`src/rtl/pixrep_pkg.sv`:
```
package pixrep_pkg;

  localparam logic [1:0] MODE_ONE  = 2'd0;
  localparam logic [1:0] MODE_TWO  = 2'd1;
  localparam logic [1:0] MODE_FOUR = 2'd2;

  typedef enum logic {ST_FILL, ST_EMIT} phase_t;

  typedef struct packed {
    logic       wrEn;
    logic       emitPix;
    logic       emitPad;
    logic       last;
    logic [1:0] seg;
  } pixrep_strobe_t;

endpackage

```
`src/rtl/pixrep_ctrl.sv`:
```
module pixrep_ctrl
  import pixrep_pkg::*;
#(
  parameter int MAX_W = 64,
  parameter int AW    = 6,
  parameter int WW    = 7,
  parameter int OVL_W = 4,
  parameter int REP_W = 4,
  parameter int PAD_W = 4
) (
  input  logic             clk,
  input  logic             rstN,
  input  logic             inValid,
  output logic             inReady,
  input  logic [WW-1:0]    cfgWidth,
  input  logic [1:0]       cfgSegMode,
  input  logic [OVL_W-1:0] cfgOverlap,
  input  logic [REP_W-1:0] cfgRepeat,
  input  logic [PAD_W-1:0] cfgPad,
  output pixrep_strobe_t   strb,
  output logic [AW-1:0]    wrAddr,
  output logic [AW-1:0]    rdAddr,
  output logic             cfgErr
);

  phase_t             phase;
  logic [WW-1:0]      wrCnt;
  logic [WW-1:0]      widthQ;
  logic [1:0]         shiftQ;
  logic [OVL_W-1:0]   ovlQ;
  logic [REP_W-1:0]   repQ;
  logic [PAD_W-1:0]   padQ;
  logic               errQ;
  logic [1:0]         segIdx;
  logic [WW-1:0]      segBase;
  logic [WW-1:0]      rdIdx;
  logic [REP_W-1:0]   repCnt;
  logic [PAD_W-1:0]   padCnt;
  logic               inPad;

  logic               useLive;
  logic               liveErr;
  logic [1:0]         liveShift;
  logic [WW-1:0]      effWidth;
  logic [WW-1:0]      segW;
  logic [WW-1:0]      segEnd;
  logic [WW-1:0]      nextBase;
  logic [WW-1:0]      nextStart;
  logic [WW-1:0]      ovlW;
  logic [1:0]         segMax;
  logic               lastSeg;
  logic               pixDone;
  logic               atEnd;

  // configuration is live only while waiting for the first pixel of a line
  assign useLive  = (phase == ST_FILL) && (wrCnt == '0);
  assign effWidth = useLive ? cfgWidth : widthQ;

  always_comb begin
    case (cfgSegMode)
      MODE_ONE:  liveErr = 1'b0;
      MODE_TWO:  liveErr = cfgWidth[0];
      MODE_FOUR: liveErr = |cfgWidth[1:0];
      default:   liveErr = 1'b1;
    endcase
    liveShift = liveErr ? 2'd0 : cfgSegMode;
  end

  // segment geometry, division by shifting since counts are powers of two
  assign segW      = widthQ >> shiftQ;
  assign segEnd    = segBase + segW - WW'(1);
  assign nextBase  = segBase + segW;
  assign ovlW      = WW'(ovlQ);
  assign nextStart = (nextBase >= ovlW) ? (nextBase - ovlW) : '0;

  always_comb begin
    case (shiftQ)
      2'd0:    segMax = 2'd0;
      2'd1:    segMax = 2'd1;
      default: segMax = 2'd3;
    endcase
  end

  assign lastSeg = (segIdx == segMax);
  assign pixDone = (repCnt == repQ);
  assign atEnd   = (rdIdx == segEnd);

  always_comb begin
    strb.wrEn    = (phase == ST_FILL) && inValid;
    strb.emitPix = (phase == ST_EMIT) && !inPad;
    strb.emitPad = (phase == ST_EMIT) && inPad;
    strb.seg     = segIdx;
    if (phase != ST_EMIT)
      strb.last = 1'b0;
    else if (inPad)
      strb.last = (padCnt == padQ);
    else
      strb.last = atEnd && pixDone && (padQ == '0);
  end

  assign inReady = (phase == ST_FILL);
  assign wrAddr  = wrCnt[AW-1:0];
  assign rdAddr  = rdIdx[AW-1:0];
  assign cfgErr  = errQ;

  always_ff @(posedge clk or negedge rstN) begin
    if (!rstN) begin
      phase   <= ST_FILL;
      wrCnt   <= '0;
      widthQ  <= '0;
      shiftQ  <= '0;
      ovlQ    <= '0;
      repQ    <= '0;
      padQ    <= '0;
      errQ    <= 1'b0;
      segIdx  <= '0;
      segBase <= '0;
      rdIdx   <= '0;
      repCnt  <= '0;
      padCnt  <= '0;
      inPad   <= 1'b0;
    end else begin
      if (useLive) begin
        widthQ <= cfgWidth;
        shiftQ <= liveShift;
        ovlQ   <= cfgOverlap;
        repQ   <= cfgRepeat;
        padQ   <= cfgPad;
        errQ   <= liveErr;
      end
      case (phase)
        ST_FILL: begin
          if (strb.wrEn) begin
            if (wrCnt + WW'(1) == effWidth) begin
              phase   <= ST_EMIT;
              wrCnt   <= '0;
              segIdx  <= '0;
              segBase <= '0;
              rdIdx   <= '0;
              repCnt  <= '0;
              padCnt  <= '0;
              inPad   <= 1'b0;
            end else begin
              wrCnt <= wrCnt + WW'(1);
            end
          end
        end
        default: begin
          if (strb.last) begin
            repCnt <= '0;
            padCnt <= '0;
            inPad  <= 1'b0;
            if (lastSeg) begin
              phase <= ST_FILL;
            end else begin
              segIdx  <= segIdx + 2'd1;
              segBase <= nextBase;
              rdIdx   <= nextStart;
            end
          end else if (inPad) begin
            padCnt <= padCnt + PAD_W'(1);
          end else if (!pixDone) begin
            repCnt <= repCnt + REP_W'(1);
          end else begin
            repCnt <= '0;
            if (atEnd) begin
              inPad  <= 1'b1;
              padCnt <= PAD_W'(1);
            end else begin
              rdIdx <= rdIdx + WW'(1);
            end
          end
        end
      endcase
    end
  end

  // the repeat counter never runs past the programmed count
  assert_rep_bound_R2: assert property (@(posedge clk) disable iff (!rstN)
    (phase == ST_EMIT) |-> (repCnt <= repQ));

  // the segment index stays inside the active segment count
  assert_seg_range_R3: assert property (@(posedge clk) disable iff (!rstN)
    (phase == ST_EMIT) |-> (segIdx <= segMax));

  // playback reads only inside the stored line
  assert_read_in_line_R4: assert property (@(posedge clk) disable iff (!rstN)
    (phase == ST_EMIT) |-> (rdIdx < widthQ));

  // filler counter stays between one and the programmed count
  assert_pad_bound_R5: assert property (@(posedge clk) disable iff (!rstN)
    inPad |-> ((padCnt != '0) && (padCnt <= padQ)));

endmodule

```
`src/rtl/pixrep_datapath.sv`:
```
module pixrep_datapath
  import pixrep_pkg::*;
#(
  parameter int PIX_W = 24,
  parameter int MAX_W = 64,
  parameter int AW    = 6
) (
  input  logic             clk,
  input  logic             rstN,
  input  pixrep_strobe_t   strb,
  input  logic [AW-1:0]    wrAddr,
  input  logic [AW-1:0]    rdAddr,
  input  logic [PIX_W-1:0] inPixel,
  output logic [PIX_W-1:0] outPixel,
  output logic             outValid,
  output logic [1:0]       outSegIdx,
  output logic             outLast
);

  logic [PIX_W-1:0] lineMem [MAX_W];

  always_ff @(posedge clk) begin
    if (strb.wrEn) lineMem[wrAddr] <= inPixel;
  end

  // filler beats leave outPixel untouched, so they repeat the last real pixel
  always_ff @(posedge clk or negedge rstN) begin
    if (!rstN) begin
      outPixel  <= '0;
      outValid  <= 1'b0;
      outSegIdx <= '0;
      outLast   <= 1'b0;
    end else begin
      outValid <= strb.emitPix || strb.emitPad;
      outLast  <= strb.last;
      if (strb.emitPix || strb.emitPad) outSegIdx <= strb.seg;
      if (strb.emitPix) outPixel <= lineMem[rdAddr];
    end
  end

  // the line store is never written while the line is played back
  assert_no_write_in_emit_R1: assert property (@(posedge clk) disable iff (!rstN)
    strb.wrEn |-> !(strb.emitPix || strb.emitPad));

endmodule

```
`src/rtl/pix_repeat_segmenter.sv`:
```
module pix_repeat_segmenter
  import pixrep_pkg::*;
#(
  parameter int PIX_W = 24,
  parameter int MAX_W = 64,
  parameter int PAD_W = 4,
  localparam int AW   = $clog2(MAX_W),
  localparam int WW   = AW + 1
) (
  input  logic             clk,
  input  logic             rstN,
  input  logic [PIX_W-1:0] inPixel,
  input  logic             inValid,
  output logic             inReady,
  input  logic [WW-1:0]    cfgWidth,
  input  logic [1:0]       cfgSegMode,
  input  logic [3:0]       cfgOverlap,
  input  logic [3:0]       cfgRepeat,
  input  logic [PAD_W-1:0] cfgPad,
  output logic [PIX_W-1:0] outPixel,
  output logic             outValid,
  output logic [1:0]       outSegIdx,
  output logic             outLast,
  output logic             cfgErr
);

  pixrep_strobe_t strb;
  logic [AW-1:0]  wrAddr;
  logic [AW-1:0]  rdAddr;

  pixrep_ctrl #(
    .MAX_W(MAX_W), .AW(AW), .WW(WW), .OVL_W(4), .REP_W(4), .PAD_W(PAD_W)
  ) ctrl_i (
    .clk(clk), .rstN(rstN), .inValid(inValid), .inReady(inReady),
    .cfgWidth(cfgWidth), .cfgSegMode(cfgSegMode), .cfgOverlap(cfgOverlap),
    .cfgRepeat(cfgRepeat), .cfgPad(cfgPad), .strb(strb),
    .wrAddr(wrAddr), .rdAddr(rdAddr), .cfgErr(cfgErr)
  );

  pixrep_datapath #(
    .PIX_W(PIX_W), .MAX_W(MAX_W), .AW(AW)
  ) dp_i (
    .clk(clk), .rstN(rstN), .strb(strb), .wrAddr(wrAddr), .rdAddr(rdAddr),
    .inPixel(inPixel), .outPixel(outPixel), .outValid(outValid),
    .outSegIdx(outSegIdx), .outLast(outLast)
  );

  // only the final beat of a line may overlap with collection
  assert_ready_busy_R1: assert property (@(posedge clk) disable iff (!rstN)
    (outValid && !outLast) |-> !inReady);

  // the segment index advances only right after a flagged last beat
  assert_seg_after_last_R6: assert property (@(posedge clk) disable iff (!rstN)
    (outValid && $past(outValid) && (outSegIdx != $past(outSegIdx))) |-> $past(outLast));

  // a rejected configuration plays back as segment 0 only
  assert_err_single_R7: assert property (@(posedge clk) disable iff (!rstN)
    (cfgErr && outValid) |-> (outSegIdx == 2'd0));

endmodule

```
`config.mk`:
```
export PLATFORM = sky130hd
export DESIGN_NAME = pix_repeat_segmenter
export DESIGN_NICKNAME = d
export VERILOG_FILES = /design/src/rtl/pixrep_pkg.sv /design/src/rtl/pixrep_ctrl.sv /design/src/rtl/pixrep_datapath.sv /design/src/rtl/pix_repeat_segmenter.sv
export SDC_FILE = /design/constraint.sdc
export NUM_CORES = 2
export LEC_CHECK = 0
export BUFFER_PORTS_ARGS = -buffer_cell sky130_fd_sc_hd__buf_2
export CELL_PAD_IN_SITES_DETAIL_PLACEMENT = 0
export CELL_PAD_IN_SITES_GLOBAL_PLACEMENT = 2
export CORE_MARGIN = 5
export CORE_UTILIZATION = 43
export DETAILED_ROUTE_END_ITERATION = 16
export PLACE_DENSITY = 0.67
export SLEW_MARGIN = 20
export SYNTH_ARGS = -nofsm -noshare
export SYNTH_HDL_FRONTEND = slang
export SYNTH_SLANG_ARGS = --single-unit
```
`constraint.sdc`:
```
create_clock -name clk -period 8.2 [get_ports clk]
set_input_delay 0.41 -clock clk [delete_from_list [all_inputs] [get_ports clk]]
set_output_delay 0.41 -clock clk [all_outputs]
set_load 0.01 [all_outputs]
```
== After elaboration in Yosys (flattened, before gate mapping) ==
Memories as Yosys holds them, arrays and structs flattened. A register that Yosys moved wholly into a read port is not among the register bits.
Cells that the tools add are included.
Operators by class
  reductions and logical operators: 22
  mux-type cells: 49
  equality and inequality tests: 16
  order comparisons: 1
  add/subtract/negate cells: 8
  shift-type cells: 1
  bitwise operators: 1
Operator list (number)
  $mux W7: 14
  $mux W4: 11
  $mux W1: 16
  $add A7 B1 Y7 const B: 2
  $eq A7 B7 Y1: 2
  $mux W2: 6
  $ne A3 B2 Y1 const B: 3
  $add A4 B1 Y4 const B: 2
  $eq A4 B4 Y1: 2
  $ne A4 B3 Y1 const B: 2
  $reduce_and A4 Y1: 2
  $add A7 B7 Y7: 1
  $ge A7 B4 Y1: 1
  $logic_not A7 Y1: 1
  $shr A7 B2 Y7: 1
  $sub A7 B1 Y7 const B: 1
  $sub A7 B4 Y7: 1
  $logic_and A1 B1 Y1: 6
  $reduce_and A6 Y1: 1
  $eq A2 B1 Y1 const B: 2
  $logic_not A2 Y1: 2
  $logic_not A4 Y1: 1
  $pmux W2 S2: 1
  $reduce_and A2 Y1: 2
  13 further kinds: 15
Storage, ports and cells
  flip-flop bits (word level): 59
  memories: 1
  output and inout port bits: 30
  memory bits (writable): 1536
  logic and storage cells: 116
Memory list
  dp_i.lineMem: depth 64, bits a word 24, read ports 1, clocked after memory_dff 1, wr ports 1, line pixrep_datapath.sv:20  | logic [PIX_W-1:0] lineMem [MAX_W];

== Logic depth before layout (Yosys ltp) ==
  depth in word-level cells: 10
  depth in mapped cells: 17
  gate-level depth less buffers: 16

== By module ==
From an unflattened synthesis, not the netlist that was laid out.
Unflattened totals
  cells, all modules: 3342
  area, all modules: 64202.8 µm²
By module, submodules not included
  pixrep_datapath: times used 1, cells each 2917, area an instance 60302.8 µm²
  pixrep_ctrl: times used 1, cells each 425, area an instance 3900.0 µm²

== Worst setup path after synthesis ==
OpenSTA, ideal clock, no wires.
  path kind: register -> register
  start: reg ctrl_i.shiftQ[1]
  end: reg ctrl_i.segIdx[0]
  slack: 3.955 ns
  library setup time: 0.125 ns
  stages on the path, launching flop included: 15
  arrival: 4.120 ns
  data required time: 8.075 ns
  cells stage by stage: dfrtp_1 > clkbuf_1 > mux2_2 > o21ai_0 > inv_1 > ha_1 > a211o_1 > a211o_1 > or3b_1 > a311oi_2 > xor2_1 > nand4bb_4 > and3_1 > a21o_1 > mux2_4
Between the ends
  word-level cells in the longest chain between the ends: 10
Ends and longest elaborated chain
  from (decl): line pixrep_ctrl.sv:29  | logic [1:0] shiftQ;
  from (signal assigned): line pixrep_ctrl.sv:125  | shiftQ <= liveShift;
  $shr A7 B2 Y7: line pixrep_ctrl.sv:70  | assign segW = widthQ >> shiftQ;
  $add A7 B7 Y7: line pixrep_ctrl.sv:71  | assign segEnd = segBase + segW - WW'(1);
  $sub A7 B1 Y7: line pixrep_ctrl.sv:71
  $eq A7 B7 Y1: line pixrep_ctrl.sv:86  | assign atEnd = (rdIdx == segEnd);
  $logic_and A1 B1 Y1 (2 in series): line pixrep_ctrl.sv:98  | strb.last = atEnd && pixDone && (padQ == '0);
  $mux W1: line pixrep_ctrl.sv:95  | else if (inPad)
  $mux W1: line pixrep_ctrl.sv:93  | if (phase != ST_EMIT)
  $ne A2 B1 Y1 (no line)
  $reduce_and A4 Y1 (no line) (*)
  to (signal assigned): line pixrep_ctrl.sv:156  | segIdx <= segIdx + 2'd1;
  to (decl): line pixrep_ctrl.sv:34  | logic [1:0] segIdx;
Mark *: on every way between the ends. The rest lies on a longest branch, timed or not.
A chain may end at the register's enable or synchronous reset.

== Worst setup path after layout ==
Ends and elaborated chain as after synthesis.

==> results.md <==
* Cell area after synthesis at around 0.063 mm^2
* Setup CP Type: flop to flop
* Setup TNS at 0 ns
* Io pins at between 70 and 80
* Clk slew on worst S/H paths at approximately 0.06 ns
* Die ar. at 0.155 mm^2
* Mean number of vias per cell at about 6
* Worst skew pair latency at 0.78 ns
* Fin. Hold Viols at 0
* Area Growth Syn to Fin at 14.3%
* Leak at 0.0229 uW
* Initial antenna violation count at 13
* Post-route ant nets at 0
* Grt ovf at 0
* Critical R2R Launch: ctrl_i.shiftQ[1]
* Met3 usage at under 10%
* Chip height at approximately 390 um
* Clock period minus worst slack at ~4.7 ns
* CTS H-tree depth at 4
* Iteration-0 DRC Markers at approximately 3000
* Global-route wire length before repair at approximately 230 mm
* Final hold slack at 0.116 ns
* CTS tree: yes
* Post-CTS Setup Bufs at 0
* Final core occ at between 40% and 50%
* Final Max Tran Viols at 0
* Vias in the first global route at 30200
* Worst reg2reg path endpoint: ctrl_i.segIdx[0]
* Port Buffers at just under 80
* Fin crit share at between 50% and 60%
* CP required at between 8 and 9 ns
* Avg Synthesized Cell Area at approximately 23 um^2
* GRT busiest layer: met2
* DR WL/cell at approximately 32 um
* Cell count after synthesis at around 2700
* Core area at about 0.15 mm^2
* R2R setup slack at 3.48 ns
* Netlist cell types at 66
* Yosys reg bits at approximately 1600
* CP Capture Type: flop
* RSZ-0062 raised after global routing: no
* Final wirelength at 160 mm
* Async set-reset flop share out of synthesis at between 5 and 6%
* Slew @ Worst Pin at about 1.1 ns
* Hold WC Path Type: input port to async pin
* Most used flip-flop cell after synthesis: edfxtp_1
* Most common cell after layout, fill and taps aside: edfxtp_1
* DRC Markers at 0
* FF-to-FF path depth at 13
* CTS Root Cell: clkbuf_16
* Total power at 23200 uW
* Peak VDD IR at about 250 uV
* Slew margin rel. at between 20% and 30%
* Sequential area share after synthesis at around 76%
* RD Place Congestion at between 0.7 and 0.8
* Via count at between 20000 and 30000
* Most frequent cells in the layout: edfxtp_1, mux4_2, clkbuf_16
* M1 GR Usage at slightly below 30%
* Hold-fix buffers at CTS at 24
* Outcome: complete, no violations
* HPWL Detailed at 87.4 mm
* # rows at 140
* Synth Warn # at 0
* DRT Pass-1 Iters at 7
* Clk buf depth at 3
* Met2 Track Usage GR at 34.1%
* Post-CTS Resized at 0
* # nets final at 2992
* Die W at about 390 um
* CTS Buf Count at between 150 and 200
* Power Density at roughly 320 mW/mm^2
* Setup violations, final at 0
* Post-synth EDFFs at 1536
* Final Skew at roughly 0.022 ns
* Max-Cap Viols at 0
* Fillers at approximately 12000
* Crit path DAT at between 5 and 6 ns
* Clock net sink count at between 1500 and 2000
* Fmax at 0.212 GHz
* Share of cells above drive strength 1 at 33.1%
* CP Max Fanout at 12
* Syn nets at approximately 2800
* Pin count of the biggest net entering global routing at between 100 and 150
* Total GRT Usage at between 20% and 30%
* Initial Util at 43.3%
* Crit. Startpoint: ctrl_i.shiftQ[1]
* Worst Setup Start Kind: flop
layer usage:
| layer | vias up | part of all wire [%] | wire [um] |
|---|---|---|---|
| li1 | 12000 | - | - |
| met1 | 16000 | 41 | 66200 |
| met2 | 1041 | 50 | 79200 |
| met3 | 201 | 6.7 | 10800 |
| met4 | 2 | 2.2 | 3500 |
| met5 | - | 0.0044 | 7 |
cell type report:
cell class              count  area, um^2  share of cell area [%]
diodes                      2        5.00                 0.00694
clock buffers             199        4330                    6.00
clock inverters           101         905                    1.25
inverters                  24        90.1                   0.125
multi-input cells         932       14600                    20.3
flip-flops and latches   1619       48200                    66.8
well taps                1917        2400                    3.32
repair buffers            183        1580                    2.19
kinds of logic after synthesis:
logic type               synth area share (%)
flip-flops                               76.4
AND/OR/NAND/NOR                          1.74
XOR/XNOR                                0.523
multiplexers                             18.9
AO/OA/AOI/OAI                            1.16
adder cells (fa/ha/maj)                 0.381
buffers and inverters                   0.970
through the flow:
stage / setup slack [ns] / instances / instance area (um^2)
6_report: 3.48 / 4977 / 72200
2_1_floorplan: 3.96 / 2712 / 63100
3_3_place_gp: 3.46 / 4638 / 66300
4_1_cts: 3.48 / 4966 / 71900
5_1_grt: 3.15 / 4975 / 72200
3_5_place_dp: 3.49 / 4642 / 66400
registers in the layout, indices dropped and copies added (netlist names):
signal / cells
ctrl_i.cfgErr: 1
ctrl_i.inPad: 1
ctrl_i.ovlQ: 4
ctrl_i.padCnt: 4
ctrl_i.padQ: 4
ctrl_i.phase: 1
ctrl_i.rdIdx: 7
ctrl_i.repCnt: 4
ctrl_i.repQ: 4
ctrl_i.segBase: 7
ctrl_i.segIdx: 2
ctrl_i.shiftQ: 2
ctrl_i.widthQ: 7
ctrl_i.wrCnt: 7
dp_i.lineMem: 1536
dp_i.outLast: 1
dp_i.outPixel: 24
dp_i.outSegIdx: 2
dp_i.outValid: 1
worst max-delay path by stage:
stage | to | slack [ns]
3_5_place_dp | ctrl_i.segIdx[0] | 3.49
5_1_grt | ctrl_i.segIdx[0] | 3.15
4_1_cts | ctrl_i.segIdx[0] | 3.48
6_report | ctrl_i.segIdx[0] | 3.48
2_1_floorplan | ctrl_i.segIdx[0] | 3.96
3_3_place_gp | ctrl_i.segIdx[0] | 3.46
power by group:
part | total, uW | leakage (uW) | internal (uW) | switching (uW)
logic | 6240 | 0.00560 | 3010 | 3230
clock network | 7290 | 0.00254 | 4150 | 3140
registers | 9670 | 0.0148 | 9270 | 402
critical path, stage by stage (launching register included):
cell and delay (ns):
dfrtp_1 0.60, mux2_2 0.40, o21ai_0 0.28, inv_1 0.08, ha_1 0.29, a211o_1 0.35
a211o_1 0.29, or3b_1 0.41, a311oi_2 0.31, xor2_1 0.35, nand4bb_4 0.20, and3_1 0.39
a21o_1 0.32, mux2_4 0.33
synth_stat cells, drive strengths merged, types with 14 or more instances:
master	number	area share [%]
nand3	30	0.25
nand2	58	0.34
ha	16	0.32
mux2	41	0.74
buf	51	0.32
nor3	14	0.11
nor2	72	0.43
a21oi	15	0.14
xor2	17	0.24
inv	24	0.14
mux4	504	18
edfxtp	1536	73
o21ai	33	0.26
dfrtp	83	3.3
clkbuf	86	0.51
Note: power is estimated with default switching activity, not from simulation.
